--- src/rtl/lpclk_pkg.sv ---
package lpclk_pkg;
  typedef enum logic [2:0] {
    ST_RUN      = 3'd0,
    ST_SLEEP    = 3'd1,
    ST_SYSSTOP  = 3'd2,
    ST_IDLE     = 3'd3,
    ST_IDLE_BUS = 3'd4,
    ST_STBY     = 3'd5,
    ST_WARM     = 3'd6,
    ST_STBY_BUS = 3'd7
  } lp_state_e;

  typedef struct packed {
    logic       bus_exit;
    logic [1:0] mode;
    logic       nodiv;
  } lp_cfg_t;

  localparam int CFG_W = $bits(lp_cfg_t);
endpackage

--- src/rtl/lpclk_cfg_reg.sv ---
module lpclk_cfg_reg
  import lpclk_pkg::*;
(
  input  logic             clk,
  input  logic             rst,
  input  logic             we,
  input  logic             wr_ok,
  input  logic [CFG_W-1:0] wdata,
  output lp_cfg_t          cfg,
  output logic             div2_sel
);
  lp_cfg_t wr_val;
  assign wr_val = lp_cfg_t'(wdata);

  always_ff @(posedge clk) begin
    if (rst) begin
      cfg      <= '0;
      div2_sel <= 1'b1;
    end else if (we && wr_ok) begin
      cfg      <= wr_val;
      div2_sel <= ~wr_val.nodiv;
    end
  end
endmodule

--- src/rtl/lpclk_stab_timer.sv ---
module lpclk_stab_timer #(
  parameter int LONG_WAIT  = 131072,
  parameter int SHORT_WAIT = 64
) (
  input  logic clk,
  input  logic rst,
  input  logic clr,
  input  logic run,
  input  logic short_sel,
  output logic done
);
  localparam int CNT_W = $clog2(LONG_WAIT);
  localparam logic [CNT_W-1:0] LONG_TGT  = CNT_W'(LONG_WAIT - 2);
  localparam logic [CNT_W-1:0] SHORT_TGT = CNT_W'(SHORT_WAIT - 2);

  logic [CNT_W-1:0] cnt;
  logic             fin;
  logic [CNT_W-1:0] tgt;
  logic             hit;

  assign tgt = short_sel ? SHORT_TGT : LONG_TGT;
  assign hit = run && !fin && (cnt == tgt);

  always_ff @(posedge clk) begin
    if (rst || clr) begin
      cnt  <= '0;
      fin  <= 1'b0;
      done <= 1'b0;
    end else begin
      done <= hit;
      if (hit) fin <= 1'b1;
      if (run && !fin) cnt <= cnt + 1'b1;
    end
  end
endmodule

--- src/rtl/lpclk_mode_fsm.sv ---
module lpclk_mode_fsm
  import lpclk_pkg::*;
(
  input  logic      clk,
  input  logic      rst,
  input  lp_cfg_t   cfg,
  input  logic      sleep_stb,
  input  logic      io_stop,
  input  logic      wake,
  input  logic      bus_req,
  input  logic      tmr_done,
  output logic      tmr_clr,
  output logic      tmr_run,
  output logic      osc_en,
  output logic      clk_gate_en,
  output logic      bus_grant_ok,
  output lp_state_e state
);
  lp_state_e ns;
  logic      dest_run, dest_run_n;
  logic      osc_n, gate_n, grant_n;

  always_comb begin
    ns         = state;
    dest_run_n = dest_run;
    unique case (state)
      ST_RUN: begin
        if (sleep_stb) begin
          if (!io_stop) ns = ST_SLEEP;
          else begin
            unique case (cfg.mode)
              2'b00:   ns = ST_SYSSTOP;
              2'b01:   ns = ST_IDLE;
              default: ns = ST_STBY;
            endcase
          end
        end
      end
      ST_SLEEP, ST_SYSSTOP: if (wake) ns = ST_RUN;
      ST_IDLE: begin
        if (wake) ns = ST_RUN;
        else if (cfg.bus_exit && bus_req) ns = ST_IDLE_BUS;
      end
      ST_IDLE_BUS: begin
        if (wake) ns = ST_RUN;
        else if (!bus_req) ns = ST_IDLE;
      end
      ST_STBY: begin
        if (wake) begin
          ns = ST_WARM; dest_run_n = 1'b1;
        end else if (cfg.bus_exit && bus_req) begin
          ns = ST_WARM; dest_run_n = 1'b0;
        end
      end
      ST_WARM: begin
        if (wake) dest_run_n = 1'b1;
        if (tmr_done) ns = (dest_run || wake) ? ST_RUN : ST_STBY_BUS;
        else if (!dest_run && !wake && !bus_req) ns = ST_STBY;
      end
      ST_STBY_BUS: begin
        if (wake) ns = ST_RUN;
        else if (!bus_req) ns = ST_STBY;
      end
      default: ns = ST_RUN;
    endcase
  end

  always_comb begin
    osc_n   = (ns != ST_STBY);
    gate_n  = (ns == ST_RUN) || (ns == ST_SLEEP) || (ns == ST_SYSSTOP) ||
              (ns == ST_IDLE_BUS) || (ns == ST_STBY_BUS);
    grant_n = (((ns == ST_RUN) || (ns == ST_SLEEP) || (ns == ST_SYSSTOP)) && bus_req) ||
              (ns == ST_IDLE_BUS) || (ns == ST_STBY_BUS);
  end

  assign tmr_clr = (ns == ST_WARM) && (state != ST_WARM);
  assign tmr_run = (state == ST_WARM);

  always_ff @(posedge clk) begin
    if (rst) begin
      state        <= ST_RUN;
      dest_run     <= 1'b0;
      osc_en       <= 1'b1;
      clk_gate_en  <= 1'b1;
      bus_grant_ok <= 1'b0;
    end else begin
      state        <= ns;
      dest_run     <= dest_run_n;
      osc_en       <= osc_n;
      clk_gate_en  <= gate_n;
      bus_grant_ok <= grant_n;
    end
  end
endmodule

--- src/rtl/lpclk_ctrl.sv ---
module lpclk_ctrl
  import lpclk_pkg::*;
#(
  parameter int LONG_WAIT  = 131072,
  parameter int SHORT_WAIT = 64
) (
  input  logic       clk,
  input  logic       rst,
  input  logic       cfg_we,
  input  logic [3:0] cfg_wdata,
  input  logic       sleep_stb,
  input  logic       io_stop,
  input  logic       wake,
  input  logic       bus_req,
  output logic       osc_en,
  output logic       clk_gate_en,
  output logic       div2_sel,
  output logic       bus_grant_ok,
  output logic [2:0] pwr_state
);
  lp_cfg_t   cfg;
  lp_state_e state;
  logic      tmr_clr, tmr_run, tmr_done;

  lpclk_cfg_reg u_cfg (
    .clk      (clk),
    .rst      (rst),
    .we       (cfg_we),
    .wr_ok    (state == ST_RUN),
    .wdata    (cfg_wdata),
    .cfg      (cfg),
    .div2_sel (div2_sel)
  );

  lpclk_stab_timer #(.LONG_WAIT(LONG_WAIT), .SHORT_WAIT(SHORT_WAIT)) u_tmr (
    .clk       (clk),
    .rst       (rst),
    .clr       (tmr_clr),
    .run       (tmr_run),
    .short_sel (cfg.mode == 2'b11),
    .done      (tmr_done)
  );

  lpclk_mode_fsm u_fsm (
    .clk          (clk),
    .rst          (rst),
    .cfg          (cfg),
    .sleep_stb    (sleep_stb),
    .io_stop      (io_stop),
    .wake         (wake),
    .bus_req      (bus_req),
    .tmr_done     (tmr_done),
    .tmr_clr      (tmr_clr),
    .tmr_run      (tmr_run),
    .osc_en       (osc_en),
    .clk_gate_en  (clk_gate_en),
    .bus_grant_ok (bus_grant_ok),
    .state        (state)
  );

  assign pwr_state = state;
endmodule

--- config.mk ---
export PLATFORM = sky130hd
export DESIGN_NAME = lpclk_ctrl
export DESIGN_NICKNAME = d
export VERILOG_FILES = /design/src/rtl/lpclk_pkg.sv /design/src/rtl/lpclk_cfg_reg.sv /design/src/rtl/lpclk_stab_timer.sv /design/src/rtl/lpclk_mode_fsm.sv /design/src/rtl/lpclk_ctrl.sv
export SDC_FILE = /design/constraint.sdc
export NUM_CORES = 1
export LEC_CHECK = 0
export CAP_MARGIN = 20
export CORE_UTILIZATION = 40
export CTS_BUF_LIST = sky130_fd_sc_hd__clkbuf_4
export CTS_CLUSTER_DIAMETER = 200
export CTS_CLUSTER_SIZE = 24
export DETAILED_ROUTE_END_ITERATION = 12
export SLEW_MARGIN = 0
export SYNTH_ARGS = -nofsm -noshare
export SYNTH_HDL_FRONTEND = slang
export SYNTH_SLANG_ARGS = --single-unit
--- constraint.sdc ---
create_clock -name clk -period 2 [get_ports clk]
set_clock_uncertainty 0.1 [all_clocks]
set_input_delay 0.4 -clock clk [delete_from_list [all_inputs] [get_ports clk]]
set_output_delay 0.4 -clock clk [all_outputs]
set_load 0.005 [all_outputs]
After elaboration in Yosys (flattened, before gate mapping)
Cells that the tools add are included.
Storage, ports and cells
  register bits: 30
  bits of input ports: 11
  output and inout bits: 7
  word-level logic and storage cells: 79
Cells by class
  add/sub/neg operators: 1
  eq/ne operators: 19
  mux-type cells: 21
  bitwise logic cells: 1
  reduce and logical (&&, ||, !) cells: 26
Operators with widths (count)
  2-to-1 mux 3 bit: 14
  equality test 3 bit (second input constant): 7
  one-hot mux 3 bit (7 select lines): 1
  adder 17 x 1 -> 17 bit (second input constant): 1
  equality test 17 bit: 1
  2-to-1 mux 17 bit: 1
  equality test 3 x 2 -> 1 bit (second input constant): 3
  logical AND 1 bit: 8
  logical OR 1 bit: 8
  equality test 3 x 1 -> 1 bit (second input constant): 2
  logical NOT 3 bit: 2
  inequality test 3 bit (second input constant): 2
  one-hot mux 3 bit (2 select lines): 1
  logical NOT 1 bit: 4
  2-to-1 mux 1 bit: 3
  inequality test 3 x 2 -> 1 bit (second input constant): 1
  AND reduction 3 bit: 1
  equality test 2 x 1 -> 1 bit (second input constant): 1
  equality test 2 bit (second input constant): 1
  logical NOT 2 bit: 1
  inequality test 2 bit (second input constant): 1
  one-hot mux 1 bit (2 select lines): 1
  nonzero test 2 bit: 1
  OR reduction 2 bit: 1
  inverter 1 bit: 1

Longest topological paths before layout
Gate-level depths: netlist (run 1).
  word-level depth: 12
  gate-level depth with buffers: 7
  depth with buffers taken out: 5

By module
Synthesis (run 1) repeated with hierarchy kept, for this count alone.
Second synthesis, totals
  cell total of the unflattened synthesis: 193
  area, all modules: 1635.3 sq um
By module, submodules not included
  lpclk_stab_timer: instances 1, cells each 103, area each 895.9 sq um, seq. area each 380.4 sq um
  lpclk_mode_fsm: instances 1, cells each 67, area each 509.2 sq um, seq. area each 140.1 sq um
  lpclk_cfg_reg: instances 1, cells each 21, area each 214.0 sq um, seq. area each 100.1 sq um
  lpclk_ctrl: instances 1, cells each 2, area each 16.3 sq um, seq. area each 0.0 sq um

Worst setup path after synthesis (run 1)
Ideal clock, no wire load.
  path type: input to register
  start: in bus_req
  end: reg u_fsm.bus_grant_ok
  setup time: 0.100 ns
  arrival time: 1.682 ns
  slack: 0.118 ns
  stages: 6
  path buffers: 1
  cells stage by stage: buf_2 o21a_1 o22a_1 a211o_1 and4bb_4 a2111oi_4
Between the ends
  cells in the longest elaborated chain, start to end: 11
Ends and longest elaborated chain
  start, declared: line lpclk_ctrl.sv:14  | input logic bus_req,
  logical NOT 1 bit
  logical AND 1 bit: line lpclk_mode_fsm.sv:58  | else if (!dest_run && !wake && !bus_req) ns = ST_STBY;
  2-to-1 mux 3 bit: line lpclk_mode_fsm.sv:58
  2-to-1 mux 3 bit: line lpclk_mode_fsm.sv:57  | if (tmr_done) ns = (dest_run || wake) ? ST_RUN : ST_STBY_BUS;
  one-hot mux 3 bit (7 select lines): line lpclk_mode_fsm.sv:26  | unique case (state)
  equality test 3 x 1 -> 1 bit / logical NOT 3 bit (equally long branches): line lpclk_mode_fsm.sv:72  | grant_n = (((ns == ST_RUN) || (ns == ST_SLEEP) || (ns == ST_SYSSTOP)) && bus_req) ||
  logical OR 1 bit (2 in a row): line lpclk_mode_fsm.sv:72
  logical AND 1 bit: line lpclk_mode_fsm.sv:72
  logical OR 1 bit: line lpclk_mode_fsm.sv:72
  logical OR 1 bit *: line lpclk_mode_fsm.sv:73  | (ns == ST_IDLE_BUS) || (ns == ST_STBY_BUS);
  end signal, assigned: line lpclk_mode_fsm.sv:91  | bus_grant_ok <= grant_n;
  end, declared: line lpclk_mode_fsm.sv:16  | output logic bus_grant_ok,
Mark *: on every way between the ends. The rest lies on a longest branch, timed or not.
A chain may end at the register's enable or synchronous reset.

Worst setup path in the final report (run 1)
  start: reg u_fsm.state[0]
  end: out pwr_state[0]
RTL lines
  start, declared: line lpclk_mode_fsm.sv:17  | output lp_state_e state
  start signal, assigned: line lpclk_mode_fsm.sv:87  | state <= ns;
  end, declared: line lpclk_ctrl.sv:19  | output logic [2:0] pwr_state
No word-level cell between the ends.

==> results of run 1 <==
-- metrics by stage --
step | power, W | cell area, um^2 | setup WS, ns | utilization (%)
after CTS | 0.00197 | 1960 | 0.0595 | 52.4
after detailed placement | 0.00161 | 1910 | -0.498 | 50.9
after global routing | 0.00214 | 1980 | -0.0176 | 52.9
after global placement | 0.00161 | 1910 | -0.451 | 50.9
after floorplan | 0.00128 | 1590 | 0.118 | -
final | 0.00200 | 1980 | 0.0805 | 52.9
-- cells in the mapped netlist, drive strengths merged (3+ instances only) --
cell type,count,area [um^2]
xnor2,8,70.1
inv,6,22.5
buf,7,42.5
nor2b,3,18.8
and3,5,31.3
dfxtp,30,601
nand2,23,88.8
nand3,9,45.0
nor2,27,101
nor4,4,31.3
nor3,8,45.0
nand4,6,52.6
a31oi,3,18.8
a21oi,8,40.0
xor2,9,78.8
-- state kept, by name (all words and copies together), names as in the netlist --
signal	flops
u_fsm.bus_grant_ok	1
u_tmr.fin	1
u_fsm.dest_run	1
u_tmr.done	1
u_fsm.state	3
u_cfg.div2_sel	1
u_fsm.clk_gate_en	1
u_tmr.cnt	17
u_cfg.cfg	3
u_fsm.osc_en	1
-- area by class of cell --
| cell class | instances | area [um^2] | share of cell area (%) |
|---|---|---|---|
| clock buffers | 5 | 37.5 | 1.90 |
| flip-flops and latches | 30 | 604 | 30.5 |
| clock inverters | 3 | 16.3 | 0.821 |
| repair buffers | 35 | 304 | 15.4 |
| multi-input cells | 144 | 936 | 47.3 |
| well taps | 48 | 60.1 | 3.03 |
| inverters | 6 | 22.5 | 1.14 |
-- tightest hold or removal path, stage by stage, from the launching register on --
cell,delay (ns)
dfxtp_1,0.34
inv_1,0.05
a21oi_1,0.05
-- repair_timing --
item	CTS	global route
endpoints found under the setup margin	4	1
pin swaps	0	1
buffers inserted	0	0
resized for setup	4	5
-- logic make-up (layout without fill, tap and decap cells) --
logic type / after synthesis / in the layout / synth area share [%]
AO/OA/AOI/OAI: 29 / 29 / 14.5
XOR/XNOR: 17 / 17 / 9.38
adder cells (fa/ha/maj): 2 / 2 / 1.58
buffers and inverters: 14 / 49 / 4.33
flip-flops: 30 / 30 / 37.8
AND/OR/NAND/NOR: 96 / 96 / 32.4
-- layer usage --
metal	track usage, %	share of wire (%)	up-vias
met4	6.67	0.90	0
met3	3.70	3.2	4
met5	0	0	-
met2	26.6	44	26
met1	25.9	52	662
li1	-	-	730
-- power by group through the flow --
| stage | Clock (W) | Combinational (W) | Sequential [W] |
|---|---|---|---|
| CTS | 0.000361 | 0.000852 | 0.000752 |
| global placement | 0 | 0.000843 | 0.000762 |
| finish | 0.000353 | 0.000892 | 0.000757 |
| global route | 0.000393 | 0.000973 | 0.000769 |
| floorplan | 0 | 0.000544 | 0.000733 |
| detailed placement | 0 | 0.000847 | 0.000762 |
-- worst paths after layout --
| check | startpoint | end | slack [ns] | depth (start not counted) |
|---|---|---|---|---|
| max | u_fsm.state[0] | pwr_state[0] | 0.08 | 2 |
| min | u_tmr.fin | u_tmr.fin | 0.38 | 2 |
| max reg2reg | u_fsm.state[1] | u_fsm.bus_grant_ok | 0.11 | 5 |
| min reg2reg | u_tmr.fin | u_tmr.fin | 0.38 | 2 |
==> flow_summary.toml, run 1 <==
[cts]
clk_transition_reported_paths_ns = 0.11
clockRootBuffer = "clkbuf_4"
htree_levels = 2
clockBufferDepth = 2
insertion_delay_ns = 0.33
cts_tree = "built"
hold_buffers = 0
cts_sinks = 30
cts_made_buffers = 5

[yosys]
synth_area_um2 = 1590
ys_ff_latch = 30
synthesis.nets = 201
postSynthCellCount = 188
synth_ff_type = "dfxtp_1"
synth-edff-count = 0
ys_types = 47
async_flop_share_pct = 0
ys_warn_count = 0
avgSynthCellArea_um2 = 8.45
ys_seq_area_share_pct = 37.8

[floorplanning]
initial_core_util_pct = 42.4
ios = 18
die_y_um = 65.0
die-area_um2 = 4230
die_w_um = 65.0
placementRows = 22
core_area_um2 = 3740

[sta]
fmax_mhz = 521
final-hold-violation-count = 0
min_period_over_period_pct = 96.0
hold_ws_ns = 0.381
period_minus_slack_ns = 1.92
setup_violations = 0
maxSlewViolCount = 0
worst_slew_pin_slew_ns = 0.392
relSlewSlack_pct = 73.7
finalSetupTns_ns = 0

[detailed_routing]
drt-pass1-iter-count = 4
wl_um = 3440
vias = 1422
drcViolationCount = 0
wl_per_cell_um = 12.7
drtIter0Drc = 113
viasPerCell = 5.25
ant_nets = 0

[worst_setup_path]
crit_type = "reg2out"
path_cells = "buf_4, clkdlybuf4s50_1"
end_kind = "output pin"
crit_arrival_ns = 1.42
required_ns = 1.50
critPathSlowestCell = "clkdlybuf4s50_1"
worst-path-buf-inv = 2
path_delay_family = "buffers and inverters"
slowest_delay_ns = 0.50
crit_fanout = 8
startpoint_type = "flip-flop"

[power]
pwr-share-comb_pct = 44.6
pwr-share-clk_pct = 17.6
p_seq_share_pct = 37.8
vdd_drop_max_v = 0.000618
switching_share_pct = 36.4
internal-power_w = 0.00127
switchingPower_w = 0.000730
leakagePower_nw = 0.730
cellPowerDensity_nw_per_um2 = 1010

[layout]
nets = 235
drive_gt1_share_pct = 17.5
antenna_cells = 0
fillers = 376
stdcell_count = 271
mostFrequentLayoutCells = "nor2_1, dfxtp_1, nand2_1"
area_delta_synth_final_pct = 24.7

[place]
place_hpwl_um = 2570
placedCellCount = 263
finalWeightedCongestion = 0.931
port_buffers = 17

[grt]
antenna_found_initial = 0
grt_max_degree = 20
grt_pass1_vias = 1290
grt-ovfl-total = 0
grt_pass1_wl_um = 5930
grtUsageTotal_pct = 18.2

[run]
drv_cap = 0

[worst_hold_path]
hp-class = "reg2reg"

[run_status]
status = "complete, no violations"
Note: power is estimated with default switching activity, not from simulation.
==> inputs of run 2 (changes only) <==
--- a/config.mk
+++ b/config.mk
@@ -5,6 +5,7 @@
 export SDC_FILE = /design/constraint.sdc
 export NUM_CORES = 1
 export LEC_CHECK = 0
+export ABC_AREA = 1
 export CAP_MARGIN = 20
 export CORE_UTILIZATION = 40
 export CTS_BUF_LIST = sky130_fd_sc_hd__clkbuf_4
==> run 2 against run 1 <==
Net effect: worst hold slack improved by 0.0079 ns; global-route usage decreased by 0.16 points; sequential power is 16% lower; cell count is 22% higher; synthesized area rose by 9.0%; combinational power fell by 82%; core utilization fell by 3.0 points; largest cell class unchanged; largest power group is now registers.
==> flow_summary.toml, run 2 <==
[run_status]
status = "complete, no violations"

[layout]
design_area_um2 = 2040
largest_reg_flops = 17
nets = 292
reg_top3 = "u_tmr.cnt (17), u_cfg.cfg (3), u_fsm.state (3)"
antenna_cells = 0
fillers = 410
register_area_um2 = 603
drive_gt1_share_pct = 13.6
largest-register = "u_tmr.cnt"
multiInputGateArea_um2 = 967
stdcell_count = 330
layout_commonest_cell = "nand2_1"
mostFrequentLayoutCells = "nand2_1, nor2_1, inv_1"
area_delta_synth_final_pct = 17.9

[cts]
cts_tree = "built"
htree_levels = 2
clk_transition_reported_paths_ns = 0.10
clockRootBuffer = "clkbuf_4"
hold_buffers = 0
clockBufferDepth = 2
post_cts_buffers = 0
insertion_delay_ns = 0.34
cts_sinks = 30
cts_made_buffers = 5

[place]
placedCellCount = 322
place_hpwl_um = 2710
post_dp_cell_area_um2 = 1980
port_buffers = 17
finalWeightedCongestion = 0.880

[yosys]
synth-edff-count = 0
ys_types = 35
synth_top_cell_by_area = "dfxtp_1"
synth_mux_area_share_pct = 0
yosysMostFrequentCell = "nand2_1"
synthXorXnorAreaFrac_pct = 2.02
async_flop_share_pct = 0
ys_seq_area_share_pct = 34.7
synthTopCellsByArea = "dfxtp_1, nand2_1, nor2_1, inv_1, a21oi_1"
avgSynthCellArea_um2 = 6.87
synth_ff_type = "dfxtp_1"
postSynthCellCount = 252
synthSimpleGateAreaFrac_pct = 42.2
synth_top_family_by_area = "simple AND/OR/NAND/NOR gates"
ys_warn_count = 0
yosysTopAreaCellShare_pct = 34.7
synthesis.nets = 265
synth_adder_area_share_pct = 1.45
synth.cells.most_frequent = "nand2_1, nor2_1, inv_1, dfxtp_1, a21oi_1"
ys_ff_latch = 30
synth_compound_area_share_pct = 10.3
synth_area_um2 = 1730

[floorplanning]
initial_core_util_pct = 42.3
die-area_um2 = 4590
die_y_um = 67.8
placementRows = 23
core_area_um2 = 4090
ios = 18
die_w_um = 67.8

[detailed_routing]
drt-met1-wl_um = 1910
vias = 1619
drtIter0Drc = 119
drt-pass1-iter-count = 4
top_layer_used = "met4"
dr_wl_met2_um = 1530
ant_nets = 0
drcViolationCount = 0
viasPerCell = 4.91
wl_um = 3620
routed-wl-met3_um = 112
wl_per_cell_um = 11.0

[worst_setup_path]
required_ns = 1.50
crit_fanout = 7
slowest_delay_ns = 0.56
crit_type = "reg2out"
path_cells = "clkdlybuf4s50_1"
startpoint_type = "flip-flop"
end_kind = "output pin"
critPathSlowestCell = "clkdlybuf4s50_1"
crit_arrival_ns = 1.42
path_delay_family = "buffers and inverters"
worst-path-buf-inv = 1

[power]
pwr-share-comb_pct = 13.8
switchingPower_w = 0.000314
cellPowerDensity_nw_per_um2 = 563
pwr-share-clk_pct = 31.1
switching_share_pct = 27.3
vdd_drop_max_v = 0.000387
p_seq_share_pct = 55.0
leakagePower_nw = 0.826
fin_total_pwr_w = 0.00115
internal-power_w = 0.000835

[sta]
fmax_mhz = 521
maxSlewViolCount = 0
min_period_over_period_pct = 96.0
setup_violations = 0
period_minus_slack_ns = 1.92
rsz0062_at_grt = "false"
relSlewSlack_pct = 77.5
worst_slew_pin_slew_ns = 0.337
final-hold-violation-count = 0

[worst_hold_path]
hp-class = "reg2reg"

[grt]
antenna_found_initial = 0
grt_pass1_vias = 1390
grt_max_degree = 19
grt-ovfl-total = 0
grtUsageTotal_pct = 18.0
grt_pass1_wl_um = 6160

[run]
drv_cap = 0
run 2: cell types whose count changed in the layout (fill, tap and decap cells not counted), sizes merged, moves of 5 or more:
cell,before,now
a21oi,8,19
and3,5,0
buf,18,7
inv,6,35
nand2,23,58
nand3,9,23
nor2,27,41
o21ai,2,11
xnor2,8,2
xor2,9,2
run 2: cell families (layout without fill, tap and decap cells):
group | after synthesis | in the layout
simple gates | 144 | 144
buf+inv | 39 | 67
compound gates | 33 | 33
fa+ha+maj | 2 | 2
xor+xnor | 4 | 4
flops | 30 | 30
run 2: repair_timing:
action | in CTS | in global routing
gates cloned | 0 | 0
endpoints found under the setup margin | 1 | 1
gates resized for setup | 1 | 1
endpoints found under the hold margin | 0 | 0
run 2: through the flow:
stage	TNS, ns	setup slack [ns]	util (%)	hold slack [ns]
after floorplan	0	0.543	-	0.344
after global placement	-0.367	-0.0862	48.6	0.361
after detailed placement	-0.221	-0.0645	48.6	0.376
after CTS	0	0.0201	49.9	0.392
after global routing	0	0.0547	49.9	0.421
final	0	0.0793	49.9	0.389
run 2: final timing paths:
| path | start | endpoint | slack, ns | depth (start not counted) |
|---|---|---|---|---|
| setup / recovery | u_fsm.state[0] | pwr_state[0] | 0.08 | 1 |
| setup reg to reg | u_fsm.state[0] | u_tmr.cnt[12] | 0.37 | 8 |
| hold / removal | u_cfg.cfg[1] | u_cfg.cfg[1] | 0.39 | 2 |
| hold reg to reg | u_cfg.cfg[1] | u_cfg.cfg[1] | 0.39 | 2 |
run 2: layout make-up:
class / instances / share of cell area [%]
clock buffer: 6 / 2.21
clock inverter: 2 / 0.429
inverter: 35 / 6.44
multi-input combinational: 183 / 47.4
sequential: 30 / 29.6
tap: 50 / 3.07
timing repair buffer: 24 / 10.9
run 2: power groups by stage:
| stage | Sequential [W] | Clock [W] | Combinational [W] |
|---|---|---|---|
| after floorplan | 0.000637 | 0 | 0.0000917 |
| after global placement | 0.000646 | 0 | 0.000162 |
| after detailed placement | 0.000645 | 0 | 0.000159 |
| after CTS | 0.000632 | 0.000373 | 0.000160 |
| after global routing | 0.000635 | 0.000399 | 0.000181 |
| final | 0.000633 | 0.000358 | 0.000159 |
run 2: metal layers:
layer / GRT usage, % / up-vias
li1: - / 867
met1: 25.5 / 721
met2: 25.7 / 22
met3: 3.55 / 9
met4: 8.59 / 0
met5: 0 / -
